$ cat src/rtl/mem_size_pkg.sv
package mem_size_pkg;
    typedef enum logic [1:0] {
        SZ_BYTE = 2'b00,
        SZ_HALF = 2'b01,
        SZ_WORD = 2'b10,
        SZ_RSVD = 2'b11
    } acc_size_e;

    typedef enum logic [1:0] {
        ST_IDLE,
        ST_MEM,
        ST_RESP,
        ST_FAULT
    } unit_state_e;
endpackage

$ cat src/rtl/msu_addr_gen.sv
module msu_addr_gen
    import mem_size_pkg::*;
#(
    parameter int ADDR_W = 32,
    parameter int IMM_W  = 16,
    parameter int LANES  = 4
) (
    input  logic [ADDR_W-1:0] base,
    input  logic [IMM_W-1:0]  imm,
    input  acc_size_e         size,
    output logic [ADDR_W-1:0] addr,
    output logic              bad
);
    localparam int OFF_W = $clog2(LANES);

    logic [OFF_W-1:0] off;
    logic             misalign;

    // offset is sign-extended before the add
    assign addr = base + {{(ADDR_W-IMM_W){imm[IMM_W-1]}}, imm};
    assign off  = addr[OFF_W-1:0];

    always_comb begin
        misalign = 1'b0;
        unique case (size)
            SZ_BYTE: misalign = 1'b0;
            SZ_HALF: misalign = off[0];
            SZ_WORD: misalign = (off != '0);
            default: misalign = 1'b1;
        endcase
    end

    assign bad = misalign;
endmodule

$ cat src/rtl/msu_store_align.sv
module msu_store_align
    import mem_size_pkg::*;
#(
    parameter int DATA_W = 32
) (
    input  acc_size_e                    size,
    input  logic [$clog2(DATA_W/8)-1:0]  off,
    input  logic [DATA_W-1:0]            data,
    output logic [DATA_W/8-1:0]          be,
    output logic [DATA_W-1:0]            wdata
);
    localparam int LANES = DATA_W / 8;
    localparam int OFF_W = $clog2(LANES);

    for (genvar l = 0; l < LANES; l++) begin : g_lane
        logic       sel;
        logic [7:0] src_byte;

        always_comb begin
            sel      = 1'b0;
            src_byte = data[7:0];
            unique case (size)
                SZ_BYTE: begin
                    sel      = (off == OFF_W'(l));
                    src_byte = data[7:0];
                end
                SZ_HALF: begin
                    sel      = (off[OFF_W-1:1] == (OFF_W-1)'(l / 2));
                    src_byte = data[8*(l%2) +: 8];
                end
                SZ_WORD: begin
                    sel      = 1'b1;
                    src_byte = data[8*l +: 8];
                end
                default: begin
                    sel      = 1'b0;
                    src_byte = data[7:0];
                end
            endcase
        end

        assign be[l]             = sel;
        assign wdata[8*l +: 8]   = sel ? src_byte : 8'h00;
    end
endmodule

$ cat src/rtl/msu_load_extract.sv
module msu_load_extract
    import mem_size_pkg::*;
#(
    parameter int DATA_W = 32
) (
    input  acc_size_e                    size,
    input  logic                         sgn,
    input  logic [$clog2(DATA_W/8)-1:0]  off,
    input  logic [DATA_W-1:0]            rdata,
    output logic [DATA_W-1:0]            data
);
    localparam int OFF_W = $clog2(DATA_W/8);

    logic [7:0]  sel_b;
    logic [15:0] sel_h;

    assign sel_b = rdata[{off, 3'b000} +: 8];
    assign sel_h = rdata[{off[OFF_W-1:1], 4'b0000} +: 16];

    always_comb begin
        unique case (size)
            SZ_BYTE: data = sgn ? {{(DATA_W-8){sel_b[7]}}, sel_b}
                                : {{(DATA_W-8){1'b0}}, sel_b};
            SZ_HALF: data = sgn ? {{(DATA_W-16){sel_h[15]}}, sel_h}
                                : {{(DATA_W-16){1'b0}}, sel_h};
            default: data = rdata;
        endcase
    end
endmodule

$ cat src/rtl/mem_size_unit.sv
module mem_size_unit
    import mem_size_pkg::*;
#(
    parameter int ADDR_W = 32,
    parameter int DATA_W = 32,
    parameter int IMM_W  = 16,
    parameter int RIDX_W = 4
) (
    input  logic                 clk,
    input  logic                 rst_n,
    input  logic                 in_valid,
    output logic                 in_ready,
    input  logic [3:0]           in_ctrl,
    input  logic [RIDX_W-1:0]    in_dest,
    input  logic [ADDR_W-1:0]    in_base,
    input  logic [IMM_W-1:0]     in_imm,
    input  logic [DATA_W-1:0]    in_store_data,
    output logic                 mem_valid,
    input  logic                 mem_ready,
    output logic                 mem_we,
    output logic [ADDR_W-1:0]    mem_addr,
    output logic [DATA_W/8-1:0]  mem_be,
    output logic [DATA_W-1:0]    mem_wdata,
    input  logic [DATA_W-1:0]    mem_rdata,
    output logic                 ld_valid,
    output logic [RIDX_W-1:0]    ld_dest,
    output logic [DATA_W-1:0]    ld_data,
    output logic                 fault
);
    localparam int LANES = DATA_W / 8;
    localparam int OFF_W = $clog2(LANES);

    unit_state_e state_q, state_d;

    // decode of the compact control field
    logic      op_store, op_sgn;
    acc_size_e op_size;
    assign op_store = in_ctrl[3];
    assign op_sgn   = in_ctrl[2];
    assign op_size  = acc_size_e'(in_ctrl[1:0]);

    logic [ADDR_W-1:0] ea;
    logic              op_bad;
    logic [LANES-1:0]  be_c;
    logic [DATA_W-1:0] wdata_c;
    logic [DATA_W-1:0] ext_c;

    logic [ADDR_W-1:0] addr_q;
    logic [LANES-1:0]  be_q;
    logic [DATA_W-1:0] wdata_q;
    logic              we_q, sgn_q;
    acc_size_e         size_q;
    logic [RIDX_W-1:0] dest_q;
    logic [DATA_W-1:0] ld_q;
    logic              accept;

    msu_addr_gen #(.ADDR_W(ADDR_W), .IMM_W(IMM_W), .LANES(LANES)) u_addr (
        .base (in_base),
        .imm  (in_imm),
        .size (op_size),
        .addr (ea),
        .bad  (op_bad)
    );

    msu_store_align #(.DATA_W(DATA_W)) u_align (
        .size  (op_size),
        .off   (ea[OFF_W-1:0]),
        .data  (in_store_data),
        .be    (be_c),
        .wdata (wdata_c)
    );

    msu_load_extract #(.DATA_W(DATA_W)) u_extract (
        .size  (size_q),
        .sgn   (sgn_q),
        .off   (addr_q[OFF_W-1:0]),
        .rdata (mem_rdata),
        .data  (ext_c)
    );

    assign accept = in_valid && (state_q == ST_IDLE);

    // state register
    always_ff @(posedge clk) begin
        if (!rst_n) state_q <= ST_IDLE;
        else        state_q <= state_d;
    end

    // next state
    always_comb begin
        state_d = state_q;
        unique case (state_q)
            ST_IDLE:  if (in_valid) state_d = op_bad ? ST_FAULT : ST_MEM;
            ST_MEM:   if (mem_ready) state_d = we_q ? ST_IDLE : ST_RESP;
            ST_RESP:  state_d = ST_IDLE;
            ST_FAULT: state_d = ST_IDLE;
            default:  state_d = ST_IDLE;
        endcase
    end

    // request and result registers
    always_ff @(posedge clk) begin
        if (!rst_n) begin
            addr_q  <= '0;
            be_q    <= '0;
            wdata_q <= '0;
            we_q    <= 1'b0;
            sgn_q   <= 1'b0;
            size_q  <= SZ_BYTE;
            dest_q  <= '0;
            ld_q    <= '0;
        end else begin
            if (accept) begin
                addr_q  <= ea;
                be_q    <= be_c;
                wdata_q <= op_store ? wdata_c : '0;
                we_q    <= op_store;
                sgn_q   <= op_sgn;
                size_q  <= op_size;
                dest_q  <= in_dest;
            end
            if (state_q == ST_MEM && mem_ready && !we_q) ld_q <= ext_c;
        end
    end

    // outputs
    always_comb begin
        in_ready  = (state_q == ST_IDLE);
        mem_valid = (state_q == ST_MEM);
        ld_valid  = (state_q == ST_RESP);
        fault     = (state_q == ST_FAULT);
        mem_we    = we_q;
        mem_addr  = addr_q;
        mem_be    = be_q;
        mem_wdata = wdata_q;
        ld_dest   = dest_q;
        ld_data   = ld_q;
    end

    logic [DATA_W-1:0] lane_mask;
    for (genvar l = 0; l < LANES; l++) begin : g_mask
        assign lane_mask[8*l +: 8] = {8{mem_be[l]}};
    end

    AST_REQ_HELD: assert property (@(posedge clk) disable iff (!rst_n)
        mem_valid && !mem_ready |=> mem_valid && $stable(mem_addr) && $stable(mem_be)
                                   && $stable(mem_we) && $stable(mem_wdata));
    AST_FAULT_NO_REQ: assert property (@(posedge clk) disable iff (!rst_n)
        fault |-> !mem_valid && !ld_valid);
    AST_FAULT_ONE: assert property (@(posedge clk) disable iff (!rst_n)
        fault |=> !fault && in_ready);
    AST_LD_PULSE: assert property (@(posedge clk) disable iff (!rst_n)
        ld_valid |=> !ld_valid);
    AST_LD_AFTER_HS: assert property (@(posedge clk) disable iff (!rst_n)
        ld_valid |-> $past(mem_valid && mem_ready && !mem_we));
    AST_WORD_ALIGNED: assert property (@(posedge clk) disable iff (!rst_n)
        mem_valid && (mem_be == '1) |-> mem_addr[OFF_W-1:0] == '0);
    AST_BE_PRESENT: assert property (@(posedge clk) disable iff (!rst_n)
        mem_valid |-> mem_be != '0);
    AST_STORE_LANES: assert property (@(posedge clk) disable iff (!rst_n)
        mem_valid && mem_we |-> (mem_wdata & ~lane_mask) == '0);
    AST_READY_IDLE: assert property (@(posedge clk) disable iff (!rst_n)
        in_ready |-> !mem_valid && !ld_valid && !fault);
endmodule

$ cat config.mk
export PLATFORM = sky130hd
export DESIGN_NAME = mem_size_unit
export DESIGN_NICKNAME = d
export VERILOG_FILES = /design/src/rtl/mem_size_pkg.sv /design/src/rtl/msu_addr_gen.sv /design/src/rtl/msu_store_align.sv /design/src/rtl/msu_load_extract.sv /design/src/rtl/mem_size_unit.sv
export SDC_FILE = /design/constraint.sdc
export NUM_CORES = 1
export LEC_CHECK = 0
export CAP_MARGIN = 20
export CORE_MARGIN = 4
export CORE_UTILIZATION = 46
export CTS_CLUSTER_SIZE = 25
export DETAILED_ROUTE_END_ITERATION = 10
export PLACE_DENSITY = 0.82
export REMOVE_ABC_BUFFERS = 1
export SYNTH_ARGS = -nofsm -noshare
export SYNTH_HDL_FRONTEND = slang
export SYNTH_SLANG_ARGS = --single-unit
$ cat constraint.sdc
create_clock -name clk -period 3.1 [get_ports clk]
set_clock_uncertainty 0.05 [all_clocks]
set_input_delay 0.62 -clock clk [delete_from_list [all_inputs] [get_ports clk]]
set_output_delay 0.62 -clock clk [all_outputs]
set_load 0.03 [all_outputs]
---- Yosys cells after proc, flatten, opt, wreduce, memory -nomap -nowiden ----
Cells that the tools add are included.
storage, ports and cells
  word-level logic and storage cells ...... 57
  register bits after elaboration ......... 110
operators by class
  reduce and logical (&&, ||, !) cells .... 12
  muxes and demuxes ....................... 21
  eq/ne operators ......................... 11
  bitwise gates (word level) .............. 1
  add/subtract/negate cells ............... 1
  shift-type cells ........................ 2
operator list
  operator              count
  $mux W32              3
  $pmux W32 S2          1
  $mux W8               6
  $add A32 B32 Y32      1
  $shiftx A32 B6 Y16    1
  $shiftx A32 B6 Y8     1
  $pmux W8 S2           1
  $pmux W1 S3           5
  $eq A2 B2 Y1 const B  5
  $eq A2 B1 Y1 const B  4
  $logic_not A2 Y1      4
  $mux W2               4
  $pmux W2 S3           1
  $reduce_or A2 Y1      2
  $logic_and A1 B1 Y1   3
  $ne A2 B1 Y1 const B  1
  $ne A2 B2 Y1 const B  1
  $reduce_and A2 Y1     1
  $reduce_bool A2 Y1    1
  $logic_not A1 Y1      1
  $not A1 Y1            1

---- Longest topological paths before layout ----
Gate-level depths: netlist (run 1).
  depth after elaboration ................. 6
  depth in mapped cells ................... 11

---- Modules after synthesis ----
From an unflattened synthesis (run 1), not the netlist that was laid out.
unflattened totals
  cells, all modules ...................... 943
  area total of the unflattened synthesis .. 7681.1 µm²
modules (own cells, without submodules)
  module            cells each  area an instance (µm²)  instances
  mem_size_unit     487         4516.8                  1
  msu_addr_gen      244         1757.9                  1
  msu_load_extract  117         724.4                   1
  msu_store_align   95          681.9                   1

---- Worst setup path before layout (run 1) ----
Ideal clock, no wire load.
  kind .................................... in2reg
  start ................................... in in_base[0]
  end ..................................... reg addr_q[24] (netlist: mem_addr[24])
  data arrival time ....................... 2.645 ns
  required time ........................... 2.976 ns
  buffers on the path ..................... 0
  stages .................................. 11
  slack ................................... 0.331 ns
  cell sequence ........................... ha_1 inv_1 fa_1 and2b_1 o2111ai_2 a211oi_2 o21ai_2 nand3b_4 o31ai_2 or4_1 a31oi_1
on the way
  longest elaborated chain between the ends .. 1
RTL lines
  item                  RTL line              source
  from (decl)           mem_size_unit.sv:15   input logic [ADDR_W-1:0] in_base,
  $add A32 B32 Y32      msu_addr_gen.sv:20    assign addr = base + {{(ADDR_W-IMM_W){imm[IMM_W-1]}}, imm};
  to (signal assigned)  mem_size_unit.sv:104  addr_q <= '0;
  to (signal assigned)  mem_size_unit.sv:114  addr_q <= ea;
  to (decl)             mem_size_unit.sv:48   logic [ADDR_W-1:0] addr_q;
Every way passes these cells.
A chain may end at the register's enable or synchronous reset.

---- Final worst setup path (run 1) ----
  start ................................... in in_base[1]
  end ..................................... reg addr_q[24] (netlist: mem_addr[24])
Same word-level chain as after synthesis.

==> results of run 1 <==
## cell families after synthesis
group           count (synthesis)
fa+ha+maj                      36
buf+inv                        72
flops                         110
compound gates                281
xor+xnor                       18
mux                            21
simple gates                  308
## flip-flops by register name, indices dropped and copies added (netlist names)
name       flops
state_q        2
sgn_q          1
ld_data       32
mem_we         1
mem_wdata     32
mem_addr      32
ld_dest        4
size_q         2
mem_be         4
## stage by stage
stage / instance area [sq um] / setup WS [ns] / setup TNS [ns] / hold slack (ns)
2_1_floorplan: 6262 / -0.05577 / -0.06773 / 0.3943
3_3_place_gp: 9379 / -0.3053 / -1.627 / 0.3887
3_5_place_dp: 9379 / -0.4294 / -2.779 / 0.3920
4_1_cts: 9688 / 0.03133 / 0 / 0.4028
5_1_grt: 9737 / -0.01546 / -0.01546 / 0.4166
6_report: 9737 / 0.06811 / 0 / 0.4016
## tightest hold or removal path, cell delays in order, from the launching register on
cell	delay (ns)
dfxtp_1	0.31
nand2_1	0.05
a21oi_1	0.05
## per-layer routing
layer / track usage (%) / up-vias / routed length (um)
met5: 0 / - / 13
met4: 8.391 / 2 / 556
met3: 6.021 / 41 / 1853
met2: 45.08 / 312 / 10670
met1: 32.62 / 3373 / 8936
li1: - / 3587 / -
## placed cells by master (no fill, tap or decap), drive strengths merged, types with 3 or more instances in the layout
cell type / count
clkinv: 4
mux2: 9
nand2: 127
o221ai: 9
xnor2: 11
xor2: 7
inv: 24
nor2: 91
a31oi: 15
clkdlybuf4s50: 230
nor4: 5
a211oi: 5
nand3: 16
a21o: 15
a32oi: 3
o21ai: 51
mux2i: 12
and2: 8
a22oi: 32
o311ai: 3
nand4: 10
buf: 77
nor2b: 4
o31ai: 3
o211ai: 8
ha: 35
dfxtp: 110
nor3: 19
o21bai: 8
clkbuf: 9
and3: 5
nand3b: 6
nand2b: 4
or3: 5
a21oi: 113
## power breakdown
| part | switching (mW) | internal, mW | total (mW) |
|---|---|---|---|
| registers | 0.0624 | 1.51 | 1.57 |
| clock network | 0.607 | 0.572 | 1.18 |
| logic | 0.809 | 0.663 | 1.47 |
## worst max path at each step
| stage | cells after the start | slack [ns] | end |
|---|---|---|---|
| after floorplan | 4 | -0.06 | mem_addr[24] |
| after global placement | 11 | -0.31 | mem_addr[30] |
| after detailed placement | 11 | -0.43 | mem_addr[30] |
| after CTS | 11 | 0.03 | mem_addr[30] |
| after global routing | 11 | -0.02 | mem_addr[24] |
| final | 11 | 0.07 | mem_addr[24] |
## repair_timing
| item | in CTS | in global routing |
|---|---|---|
| pin swaps | 0 | 9 |
| buffers inserted | 0 | 4 |
| setup endpoints to repair | 1 | 5 |
| resized for setup | 1 | 6 |
## final cells by class
| cell class | count | area [sq um] | area share, % |
|---|---|---|---|
| inverters | 22 | 82.58 | 0.8481 |
| clock buffers | 9 | 225.2 | 2.313 |
| clock inverters | 7 | 77.57 | 0.7967 |
| repair buffers | 309 | 2918 | 29.97 |
| multi-input cells | 664 | 4006 | 41.15 |
| flip-flops and latches | 110 | 2202 | 22.62 |
| well taps | 180 | 225.2 | 2.313 |
==> flow_summary.json, run 1 <==
{
  "die_h_um": 126.5,
  "synth-xor-area-share_pct": 2.441,
  "gp_congestion": 0.9181,
  "io_pins": 233,
  "drv_slew": 0,
  "critPathLaunchType": "input pin",
  "crit_slowest_cell": "or4_1",
  "gr-usage-all-layers_pct": 26.25,
  "synthArstFlopShare_pct": 0,
  "crit_family": "simple AND/OR/NAND/NOR gates",
  "status": "complete, no violations",
  "synth-seq-area-share_pct": 34.10,
  "drc": 0,
  "maxCapViolCount": 0,
  "antennaDiodeCount": 0,
  "routedWlPerCell_um": 16.93,
  "arrival_ns": 3.27,
  "row_count": 43,
  "synth_edf_count": 0,
  "setup_viol": 0,
  "synthesis.area_sq_um": 6459,
  "drtAntennaViolNets": 0,
  "synth_compound_area_share_pct": 27.30,
  "synthMostInstantiatedCell": "nand2_1",
  "powerDensity_nw_per_um2": 433.6,
  "startpoint": "in_base[1]",
  "timing.rr.start": "mem_addr[1]",
  "grt_pass1_wl_mm": 34.59,
  "worstPathRequired_ns": 3.34,
  "slowest_delay_ns": 0.50,
  "holdBufCountCts": 0,
  "area_growth_pct": 50.76,
  "cp-end-kind": "flip-flop",
  "antenna_found_initial": 1,
  "drive_gt1_share_pct": 10.88,
  "dr.pass1.iters": 4,
  "ys_types": 68,
  "clkTransAtPathRegs_ns": 0.08,
  "dieWidth_um": 126.5,
  "worst_pin_slew_ns": 0.7005,
  "nFillCells": 1119,
  "grt_pass1_vias": 7046,
  "slew_headroom_pct": 53.30,
  "wirelength_mm": 22.03,
  "io_buffers": 232,
  "dp.cells": 1281,
  "initialDrtViolationCount": 525,
  "cts_tree": "built",
  "power.leakage_nw": 3.859,
  "dieArea_sq_um": 16000,
  "via_count": 7315,
  "synth_common_cells": "nand2_1 (126), a21oi_1 (113), dfxtp_1 (110)",
  "h-tree-depth": 3,
  "synth_ff_type": "dfxtp_1",
  "setup.worst_path.class": "in -> reg",
  "crit_fanout": 4,
  "viasPerCell": 5.623,
  "fin_crit_ns": 3.032,
  "grt-ovfl-total": 0,
  "power_mw": 4.222,
  "synth_top_family_by_area": "compound AO/OA/AOI/OAI gates",
  "synth_top_area_share_pct": 34.10,
  "synth.area.mux_share_pct": 3.429,
  "r2r_cells": 8,
  "synth-simple-area-share_pct": 21.33,
  "timing.final.crit_share_pct": 97.80,
  "ys_warn_count": 0,
  "start_util_pct": 46.71,
  "numCtsBuffers": 9,
  "ff2ff_setup_slack_ns": 0.97,
  "cts_sinks": 110,
  "syn_avg_cell_area_sq_um": 7.634,
  "clock_path_buffers": 2,
  "hold_end": "mem_addr[9]",
  "root_buffer": "clkbuf_16",
  "fin_cells": 1301,
  "ys_top_cells_by_area": "dfxtp_1 (34%), a21oi_1 (8.8%), nand2_1 (7.3%), ha_1 (6.8%), nor2_1 (5.3%)",
  "max_freq_ghz": 0.3298,
  "finalHoldViolations": 0,
  "syn_inst": 846,
  "synth-seq-cells": 110,
  "utilization_pct": 70.42,
  "path_cells": "clkdlybuf4s50_1 -> inv_1 -> fa_2 -> and2b_1 -> o2111ai_2 -> a211oi_2 -> o21ai_2 -> nand3b_4 -> o31ai_2 -> or4_1 -> a31oi_1",
  "core_area_sq_um": 13830,
  "timing.rr.end": "ld_data[8]",
  "insertion_delay_ns": 0.36,
  "path_buf_inv": 2,
  "hpwl_mm": 16.58,
  "hold_class": "reg -> reg",
  "holdCritStartpoint": "mem_addr[9]",
  "post_synth_fa_ha_maj_area_fraction_pct": 7.090,
  "grt_max_degree": 58,
  "ir_drop_v": 0.0002755,
  "nets": 1276,
  "hold_path_depth": 2,
  "synth_area_leader_cell": "dfxtp_1"
}
Power figures use the tool's default switching activity.
==> inputs of run 2 (changes only) <==
--- a/config.mk
+++ b/config.mk
@@ -10,7 +10,7 @@
 export CORE_UTILIZATION = 46
 export CTS_CLUSTER_SIZE = 25
 export DETAILED_ROUTE_END_ITERATION = 10
-export PLACE_DENSITY = 0.82
+export PLACE_DENSITY = 0.87
 export REMOVE_ABC_BUFFERS = 1
 export SYNTH_ARGS = -nofsm -noshare
 export SYNTH_HDL_FRONTEND = slang
==> run 2 against run 1 <==
Compared with the run above:
- non-clock buffer count down 3
- die area unchanged
- critical path type unchanged
- first-iteration DRC count up 14%
- wire length up 0.25%
- sequential power about the same
==> flow_summary.json, run 2 (synthesis gave the netlist of run 1 again) <==
{
  "highest_layer": "met4",
  "worst_pin_slew_ns": 0.7618,
  "grt_pass1_vias": 6928,
  "wl_met1_mm": 8.697,
  "intPower_mw": 2.754,
  "p_clk_share_pct": 27.4,
  "via_count": 7379,
  "dieArea_sq_um": 16000,
  "setup_viol": 0,
  "wl_met2_mm": 10.74,
  "dr.pass1.iters": 5,
  "start_util_pct": 46.71,
  "nFillCells": 1080,
  "initialDrtViolationCount": 598,
  "layout_common_cells": "clkdlybuf4s50_1 (228), nand2_1 (125), a21oi_1 (113)",
  "final_common_cell": "clkdlybuf4s50_1",
  "arrival_ns": 3.23,
  "power_switching_mw": 1.442,
  "timing.rr.start": "mem_addr[1]",
  "insertion_delay_ns": 0.35,
  "grt-ovfl-total": 0,
  "critPathLaunchType": "input pin",
  "finalHoldViolations": 0,
  "cts_tree": "built",
  "worstPathRequired_ns": 3.29,
  "multi_input_area_sq_um": 4015,
  "status": "complete, no violations",
  "root_buffer": "clkbuf_16",
  "powerDensity_nw_per_um2": 432.4,
  "row_count": 43,
  "clkTransAtPathRegs_ns": 0.08,
  "wirelength_mm": 22.08,
  "drc": 0,
  "maxCapViolCount": 0,
  "postPlaceCellArea_sq_um": 9346,
  "die_h_um": 126.5,
  "antenna_found_initial": 0,
  "drtAntennaViolNets": 0,
  "drv_slew": 0,
  "fin_crit_ns": 3.040,
  "design_area_sq_um": 9704,
  "ir_drop_v": 0.0003195,
  "hold_class": "reg -> reg",
  "antennaDiodeCount": 0,
  "dr_wl_met3_mm": 1.957,
  "max_freq_ghz": 0.3290,
  "netSwitchingFraction_pct": 34.37,
  "cp-end-kind": "flip-flop",
  "core_area_sq_um": 13830,
  "power_frac_seq_pct": 37.4,
  "io_buffers": 232,
  "slew_headroom_pct": 49.02,
  "crit_fanout": 12,
  "dieWidth_um": 126.5,
  "numCtsBuffers": 9,
  "power.leakage_nw": 3.860,
  "io_pins": 233,
  "grt_pass1_wl_mm": 34.44,
  "power_mw": 4.197,
  "nets": 1273,
  "clock_path_buffers": 2,
  "area_growth_pct": 50.25,
  "grt_max_degree": 48,
  "routedWlPerCell_um": 17.01,
  "h-tree-depth": 3,
  "gp_congestion": 0.8701,
  "grt_setup_unrepaired": "no",
  "viasPerCell": 5.685,
  "drive_gt1_share_pct": 10.82,
  "combPwrFrac_pct": 35.2,
  "holdCritStartpoint": "ld_data[6]",
  "hpwl_mm": 16.55,
  "gr-usage-all-layers_pct": 26.14,
  "setup.worst_path.class": "in -> reg",
  "cts_sinks": 110,
  "timing.final.crit_share_pct": 98.05,
  "seq_area_sq_um": 2202,
  "startpoint": "in_imm[15]"
}
run 2: worst max-delay path, stage by stage:
cell and delay, ns:
clkdlybuf4s50_1 0.45, buf_4 0.18, ha_1 0.29, a21o_1 0.19, nand3_1 0.08, nand2_1 0.08
a32oi_1 0.23, buf_4 0.18, nand3b_4 0.11, buf_4 0.15, o311ai_1 0.38, a31o_2 0.22
nand3_1 0.06
run 2: final cells by class:
type	instances	share of cell area [%]
Clock buffer	10	2.463
Clock inverter	6	0.5415
Inverter	22	0.8510
Multi-Input combinational cell	664	41.37
Sequential cell	110	22.69
Tap cell	180	2.321
Timing Repair Buffer	306	29.76
run 2: power by group through the flow:
stage	Clock, mW	Sequential, mW	Combinational, mW
final	1.15	1.57	1.48
after global routing	1.23	1.58	1.59
after CTS	1.17	1.57	1.46
after detailed placement	0	1.60	1.45
after global placement	0	1.60	1.43
after floorplan	0	1.78	0.605
run 2: per-layer routing:
layer	vias up	GRT usage, %
met3	49	3.579
met1	3396	32.54
met4	0	10.03
li1	3575	-
met5	-	0
met2	359	45.77
run 2: worst paths after layout:
path | endpoint | slack [ns] | cells after the start
worst min register to register | ld_data[6] | 0.40 | 2
worst max-delay path | mem_addr[28] | 0.06 | 13
worst max register to register | ld_data[12] | 0.98 | 9
worst min-delay path | ld_data[6] | 0.40 | 2
run 2: repair_timing:
action	CTS	global route
setup buffers	0	3
resized for setup	1	11
pin swaps	2	8
hold buffers	0	0
endpoints found under the setup margin	2	6
run 2: metrics by stage:
stage / std cells / setup slack [ns] / TNS, ns / util, % / hold slack (ns)
after global placement: 1279 / -0.3744 / -2.027 / 67.60 / 0.3873
after CTS: 1295 / 0.03630 / 0 / 69.75 / 0.4036
after global routing: 1298 / 0.005076 / 0 / 70.18 / 0.4196
after detailed placement: 1279 / -0.4334 / -3.236 / 67.60 / 0.3930
final: 1298 / 0.06030 / 0 / 70.18 / 0.4013
after floorplan: 796 / -0.05577 / -0.06773 / - / 0.3943
